--- src/rtl/wdk_pkg.sv ---
package wdk_pkg;
  localparam int DATA_W = 32;
  localparam int CNT_W  = 16;
  localparam int CTL_W  = 8;
  localparam int SEL_W  = 3;
  localparam int PRE_W  = 12;
  localparam int NUM_REGS = 3;

  localparam logic [DATA_W-CNT_W-1:0] CNT_KEY = 16'h5A5A;
  localparam logic [DATA_W-CTL_W-1:0] CTL_KEY = 24'hA5A5A5;

  localparam int EN_BIT   = 7;
  localparam int BUSY_BIT = 5;
  localparam int OVF_BIT  = 4;

  localparam int OFS_COUNT = 0;
  localparam int OFS_CTLA  = 4;
  localparam int OFS_CTLB  = 8;

  // Strobes from control to datapath, one per register, plus payload.
  typedef struct packed {
    logic             wrCount;
    logic             wrCtlA;
    logic             wrCtlB;
    logic [CNT_W-1:0] data;
  } wrStrobe_t;

  // Terminal value of the prescaler count for each select code.
  function automatic logic [PRE_W-1:0] divLimit(input logic [SEL_W-1:0] sel);
    case (sel)
      3'd0: divLimit = PRE_W'(0);
      3'd1: divLimit = PRE_W'(3);
      3'd2: divLimit = PRE_W'(15);
      3'd3: divLimit = PRE_W'(31);
      3'd4: divLimit = PRE_W'(63);
      3'd5: divLimit = PRE_W'(127);
      3'd6: divLimit = PRE_W'(1023);
      default: divLimit = PRE_W'(4095);
    endcase
  endfunction
endpackage

--- src/rtl/wdk_ctrl.sv ---
module wdk_ctrl
  import wdk_pkg::*;
#(
  parameter int ADDR_W   = 4,
  parameter int BUSY_CYC = 3
) (
  input  logic              clk,
  input  logic              porN,
  input  logic              rstN,
  input  logic              busWe,
  input  logic [ADDR_W-1:0] busAddr,
  input  logic [DATA_W-1:0] busWdata,
  output wrStrobe_t         str,
  output logic              busy
);
  localparam int BUSY_W = $clog2(BUSY_CYC + 1);
  localparam int OFS [NUM_REGS] = '{OFS_COUNT, OFS_CTLA, OFS_CTLB};

  logic [BUSY_W-1:0]   busyCnt;
  logic [NUM_REGS-1:0] hit;
  logic                accept;

  // Per-register address match and key check.
  for (genvar i = 0; i < NUM_REGS; i++) begin : g_key
    if (i == 0) begin : g_cnt
      assign hit[i] = (busAddr == ADDR_W'(OFS[i])) &&
                      (busWdata[DATA_W-1:CNT_W] == CNT_KEY);
    end else begin : g_ctl
      assign hit[i] = (busAddr == ADDR_W'(OFS[i])) &&
                      (busWdata[DATA_W-1:CTL_W] == CTL_KEY);
    end
  end

  assign busy   = (busyCnt != '0);
  assign accept = busWe && !busy && (hit != '0);

  always_comb begin
    str.wrCount = accept && hit[0];
    str.wrCtlA  = accept && hit[1];
    str.wrCtlB  = accept && hit[2];
    str.data    = busWdata[CNT_W-1:0];
  end

  always_ff @(posedge clk) begin
    if (!porN || !rstN)  busyCnt <= '0;
    else if (accept)     busyCnt <= BUSY_W'(BUSY_CYC);
    else if (busy)       busyCnt <= busyCnt - 1'b1;
  end

  // an accepted write opens the busy window on the next cycle.
  a_r4_busy_after_accept: assert property (@(posedge clk) disable iff (!porN || !rstN)
    (str.wrCount || str.wrCtlA || str.wrCtlB) |=> busy);
endmodule

--- src/rtl/wdk_prescaler.sv ---
module wdk_prescaler
  import wdk_pkg::*;
(
  input  logic             clk,
  input  logic             porN,
  input  logic             rstN,
  input  logic             enable,
  input  logic [SEL_W-1:0] sel,
  input  logic             restart,
  output logic             tick
);
  logic [PRE_W-1:0] preCnt;

  // >= keeps the tick alive if the ratio shrinks mid-period.
  assign tick = enable && (preCnt >= divLimit(sel));

  always_ff @(posedge clk) begin
    if (!porN || !rstN)  preCnt <= '0;
    else if (restart)    preCnt <= '0;
    else if (tick)       preCnt <= '0;
    else if (enable)     preCnt <= preCnt + 1'b1;
  end
endmodule

--- src/rtl/wdk_datapath.sv ---
module wdk_datapath
  import wdk_pkg::*;
#(
  parameter int ADDR_W    = 4,
  parameter int PULSE_LEN = 16
) (
  input  logic              clk,
  input  logic              porN,
  input  logic              rstN,
  input  wrStrobe_t         str,
  input  logic              tick,
  input  logic              busy,
  input  logic [ADDR_W-1:0] busAddr,
  output logic              enable,
  output logic [SEL_W-1:0]  cks,
  output logic              restart,
  output logic [DATA_W-1:0] rdData,
  output logic              rstReq
);
  localparam int PULSE_W = $clog2(PULSE_LEN + 1);

  logic [CNT_W-1:0]   count;
  logic [CTL_W-1:0]   ctlB;
  logic               ovfFlag;
  logic [PULSE_W-1:0] pulseCnt;
  logic               ovfEvent;
  logic [CTL_W-1:0]   ctlAView;

  assign ovfEvent = tick && (count == {CNT_W{1'b1}});
  assign restart  = str.wrCount || (str.wrCtlA && str.data[EN_BIT] && !enable);
  assign rstReq   = (pulseCnt != '0);

  // Registers cleared by either reset; a write beats the tick.
  always_ff @(posedge clk) begin
    if (!porN || !rstN) begin
      count  <= '0;
      enable <= 1'b0;
      cks    <= '0;
      ctlB   <= '0;
    end else begin
      if (str.wrCount)  count <= str.data;
      else if (tick)    count <= count + 1'b1;
      if (str.wrCtlA) begin
        enable <= str.data[EN_BIT];
        cks    <= str.data[SEL_W-1:0];
      end else if (ovfEvent) begin
        enable <= 1'b0;
      end
      if (str.wrCtlB)   ctlB <= str.data[CTL_W-1:0];
    end
  end

  // State that must outlive the reset the watchdog itself requests.
  always_ff @(posedge clk) begin
    if (!porN) begin
      ovfFlag  <= 1'b0;
      pulseCnt <= '0;
    end else begin
      if (ovfEvent)                              ovfFlag <= 1'b1;
      else if (str.wrCtlA && !str.data[OVF_BIT]) ovfFlag <= 1'b0;
      if (ovfEvent)     pulseCnt <= PULSE_W'(PULSE_LEN);
      else if (rstReq)  pulseCnt <= pulseCnt - 1'b1;
    end
  end

  always_comb begin
    ctlAView = '0;
    ctlAView[EN_BIT]    = enable;
    ctlAView[BUSY_BIT]  = busy;
    ctlAView[OVF_BIT]   = ovfFlag;
    ctlAView[SEL_W-1:0] = cks;
  end

  always_comb begin
    rdData = '0;
    if (busAddr == ADDR_W'(OFS_COUNT))     rdData[CNT_W-1:0] = count;
    else if (busAddr == ADDR_W'(OFS_CTLA)) rdData[CTL_W-1:0] = ctlAView;
    else if (busAddr == ADDR_W'(OFS_CTLB)) rdData[CTL_W-1:0] = ctlB;
  end

  // no tick while disabled, so the count holds unless written.
  a_r6_hold_when_off: assert property (@(posedge clk) disable iff (!porN || !rstN)
    (!enable && !str.wrCount) |=> (count == $past(count)));
  // a wrap always raises the request on the next cycle.
  a_r7_req_follows_wrap: assert property (@(posedge clk) disable iff (!porN)
    ovfEvent |=> rstReq);
  // a wrap clears the enable unless software writes control A then.
  a_r7_enable_drops: assert property (@(posedge clk) disable iff (!porN || !rstN)
    (ovfEvent && !str.wrCtlA) |=> !enable);
  // the flag stays set until a clearing write or power-on reset.
  a_r8_flag_sticky: assert property (@(posedge clk) disable iff (!porN)
    (ovfFlag && !(str.wrCtlA && !str.data[OVF_BIT])) |=> ovfFlag);
endmodule

--- src/rtl/wdk_top.sv ---
module wdk_top
  import wdk_pkg::*;
#(
  parameter int ADDR_W    = 4,
  parameter int BUSY_CYC  = 3,
  parameter int PULSE_LEN = 16
) (
  input  logic              clk,
  input  logic              porN,
  input  logic              rstN,
  input  logic              busWe,
  input  logic [ADDR_W-1:0] busAddr,
  input  logic [DATA_W-1:0] busWdata,
  output logic [DATA_W-1:0] busRdata,
  output logic              rstReq
);
  wrStrobe_t        str;
  logic             busy;
  logic             enable;
  logic [SEL_W-1:0] cks;
  logic             restart;
  logic             tick;

  wdk_ctrl #(.ADDR_W(ADDR_W), .BUSY_CYC(BUSY_CYC)) u_ctrl (
    .clk(clk), .porN(porN), .rstN(rstN), .busWe(busWe), .busAddr(busAddr),
    .busWdata(busWdata), .str(str), .busy(busy)
  );

  wdk_prescaler u_pre (
    .clk(clk), .porN(porN), .rstN(rstN), .enable(enable), .sel(cks),
    .restart(restart), .tick(tick)
  );

  wdk_datapath #(.ADDR_W(ADDR_W), .PULSE_LEN(PULSE_LEN)) u_dp (
    .clk(clk), .porN(porN), .rstN(rstN), .str(str), .tick(tick), .busy(busy),
    .busAddr(busAddr), .enable(enable), .cks(cks), .restart(restart),
    .rdData(busRdata), .rstReq(rstReq)
  );
endmodule

--- config.mk ---
export PLATFORM = sky130hd
export DESIGN_NAME = wdk_top
export DESIGN_NICKNAME = d
export VERILOG_FILES = /design/src/rtl/wdk_pkg.sv /design/src/rtl/wdk_ctrl.sv /design/src/rtl/wdk_prescaler.sv /design/src/rtl/wdk_datapath.sv /design/src/rtl/wdk_top.sv
export SDC_FILE = /design/constraint.sdc
export NUM_CORES = 1
export LEC_CHECK = 0
export ABC_AREA = 0
export BUFFER_PORTS_ARGS = -buffer_cell sky130_fd_sc_hd__buf_4
export CORE_MARGIN = 8
export CORE_UTILIZATION = 50
export CTS_CLUSTER_DIAMETER = 60
export DETAILED_ROUTE_END_ITERATION = 16
export MAX_ROUTING_LAYER = met4
export PLACE_DENSITY = 0.86
export SYNTH_ARGS = -nofsm -noshare
export SYNTH_HDL_FRONTEND = slang
export SYNTH_HIERARCHICAL = 1
export SYNTH_SLANG_ARGS = --single-unit
--- constraint.sdc ---
create_clock -name clk -period 8 [get_ports clk]
set_clock_uncertainty 0.1 [all_clocks]
set_input_delay 1.6 -clock clk [delete_from_list [all_inputs] [get_ports clk]]
set_output_delay 1.6 -clock clk [all_outputs]
set_load 0.1 [all_outputs]
==> metrics.md <==
| Metric | Value |
|---|---|
| Peak VDD IR | 0.0001629 V |
| Total grt overflow | 0 |
| Worst path slowest cell | nor3_1 |
| Top cells by area, synth | dfxtp_1, buf_4, ha_1, xnor2_1, mux2i_1 |
| Asr flop ratio synth | 0 |
| Critical path, cell by cell | buf_4 -> nor3_1 -> nand2_1 -> nor2_1 -> buf_4 |
| Largest net degree at the start of global routing | 21 |
| Part of the Yosys area used for sequential elements | 0.2964 |
| Crit-path most repeated cell | buf_4 |
| #FFs+latches synth | 48 |
| Cell variety after synth | 57 |
| First-pass GRT wire length | 12.95 mm |
| Logic pwr share | 0.250 |
| Die height | 96.52 µm |
| Synth top area share | 0.2964 |
| Post-synth top flop | dfxtp_1 |
| DRC errors left | 0 |
| Final wirelength | 8.067 mm |
| Worst path max stage delay | 0.71 ns |
| DP Area | 3542 µm² |
| RSZ-0062 raised after global routing | no |
| Final HPWL DP | 6.068 mm |
| Worst EP arrival | 3.33 ns |
| Fin nets | 481 |
| Final Critical Period | 5.027 ns |
| Initial antenna violation count | 0 |
| Design area | 3664 µm² |
| CORE AREA | 6314 µm² |
| Switching Power | 0.0001928 W |
| Setup ws final | 2.973 ns |
| Avg Vias per Cell | 5.732 |
| Total track usage | 0.1775 |
| FILL cells | 574 |
| Final Slew Violations | 0 |
| Placer congestion estimate | 0.8939 |
| H-tree level count | 2 |
| Clock Sinks | 48 |
| Postcts setup bufs | 0 |
| # IOs | 73 |
| Leakage | 1.385 nW |
| Critical path endpoint category | output port |
| Clock Latency Late Sink | 0.30 ns |
| Synthesized area per cell | 8.355 µm² |
| MaxCap Viol Count | 0 |
| Worst min path class | reg -> reg |
| Area of the die | 9316 µm² |
| Die width | 96.52 µm |
| Synthesized area | 3242 µm² |
| Final Hold Violating Endpoints | 0 |
| Diodes inserted | 0 |
| Worst slew margin | 0.2942 |
| Leading area contributor after synthesis | dfxtp_1 |
| Post-synth EDFFs | 0 |
| TritonCTS Buffers | 5 |
| Worst Path Required | 6.30 ns |
| Fmax | 0.1989 GHz |
| Initial Util | 0.5135 |
| Clock buffer depth | 2 |
| Internal Power | 0.0003911 W |
| Iter 0 DRT Violations | 246 |
| Site Rows | 29 |
| Post-Synthesis Cells | 388 |
| CTS tree | yes |
| Clk slew on worst S/H paths | 0.09 ns |
| Vias in the first global route | 2815 |
| Resize count post-CTS | 0 |
| Root Buffer | clkbuf_8 |
| # hold bufs at CTS | 0 |
| Pre-CTS WS | 3.050 ns |
| Period utilization | 0.6283 |
| Share of power burned in registers | 0.430 |
| Buffers on Ports | 56 |
| Pwr dens | 159.4 nW/µm² |
| Sw Share | 0.3302 |
| CP Launch Type | input port |
| Status | completed |
| Pre-Repair DR Iteration Count | 5 |
| Area growth syn-to-layout | 13.01% |
| Setup CP Type | in -> out |
| Crit-path max FO | 7 |
| YS warnings | 6 |
| Measured slew at the worst slew-check pin | 1.053 ns |
| DR vias | 2883 |
| Remaining antenna violation count | 0 |
| Setup TNS | 0 ns |
| Routed wire per std cell | 16.04 µm |
| Clock Power Share | 0.320 |
| Setup violations, final | 0 |
| Share of cells above drive strength 1 | 0.2089 |
worst max-delay path: cells and delay by family:
kind                   cells  cell delay (ns)
buffers and inverters      2             0.44
AND/OR/NAND/NOR            3             1.28
registers in the layout (all words and copies together) (netlist names):
name / count
u_dp/cks: 3
u_dp/pulseCnt: 5
u_dp/enable: 1
u_pre/preCnt: 12
u_dp/ctlB: 8
u_dp/count: 16
u_ctrl/busyCnt: 2
u_dp/ovfFlag: 1
cells by family after synthesis:
family / share of synthesized area
XOR/XNOR: 0.07024
AO/OA/AOI/OAI: 0.1142
AND/OR/NAND/NOR: 0.3026
flip-flops: 0.2964
adder cells (fa/ha/maj): 0.06175
buffers and inverters: 0.1073
other: 0.001157
multiplexers: 0.04631
layout make-up:
| class | count | area [µm²] | area share |
|---|---|---|---|
| sequential | 48 | 960.9 | 0.2623 |
| tap | 77 | 96.34 | 0.02630 |
| timing repair buffer | 58 | 435.4 | 0.1189 |
| clock buffer | 6 | 82.58 | 0.02254 |
| inverter | 16 | 60.06 | 0.01639 |
| multi-input combinational | 296 | 1989 | 0.5430 |
| clock inverter | 2 | 38.79 | 0.01059 |
path summary, 6_finish.rpt:
check                    from                to  slack, ns  depth (start not counted)
max                busAddr[1]      busRdata[11]       2.97                          5
min          u_dp/pulseCnt[4]  u_dp/pulseCnt[4]       0.39                          2
max reg2reg       u_dp/cks[1]       u_dp/enable       4.34                         10
min reg2reg  u_dp/pulseCnt[4]  u_dp/pulseCnt[4]       0.39                          2
metal layers:
metal,part of all wire,GRT usage,vias to the layer above
met5,0,-,-
met4,0.019,0.06557,0
met3,0.068,0.04019,17
met2,0.48,0.2869,124
met1,0.43,0.2105,1336
li1,-,-,1406
placed cells by master (no fill, tap or decap), types with 5 or more instances in the layout:
| master | instances |
|---|---|
| xor2_1 | 7 |
| nor2_1 | 36 |
| buf_4 | 58 |
| and2_1 | 8 |
| nand3_1 | 10 |
| xnor2_1 | 19 |
| nand2_1 | 27 |
| ha_1 | 16 |
| dfxtp_1 | 48 |
| a21oi_1 | 24 |
| o21ai_0 | 23 |
| conb_1 | 16 |
| nor3_1 | 18 |
| nor4_1 | 7 |
| nand4_1 | 11 |
| mux2i_1 | 15 |
| inv_1 | 16 |
| nor3b_1 | 5 |
| clkbuf_8 | 6 |
power groups by stage:
stage                     Combinational, W  Sequential (W)  Clock [W]
final                             0.000146        0.000251   0.000187
after global routing              0.000156        0.000252   0.000199
after CTS                         0.000147        0.000251   0.000190
after detailed placement          0.000147        0.000257          0
after global placement            0.000143        0.000256          0
after floorplan                   0.000123        0.000255          0
cell usage after synthesis, types with 10 or more instances:
cell,count
o21ai_0,23
a21oi_1,24
dfxtp_1,48
nand2_1,27
nand4_1,11
ha_1,16
nor2_1,36
mux2i_1,15
buf_4,33
xnor2_1,19
nor3_1,18
nand3_1,10
inv_1,16
metrics by stage:
step | utilization | hold WS (ns) | cells | power [W]
after floorplan | - | 0.3540 | 403 | 0.0003786
after global placement | 0.5610 | 0.3660 | 495 | 0.0003992
after detailed placement | 0.5610 | 0.3771 | 495 | 0.0004038
after CTS | 0.5803 | 0.3918 | 503 | 0.0005882
after global routing | 0.5803 | 0.4280 | 503 | 0.0006070
final | 0.5803 | 0.3946 | 503 | 0.0005839
No activity file was read; power rests on OpenSTA's default activity.
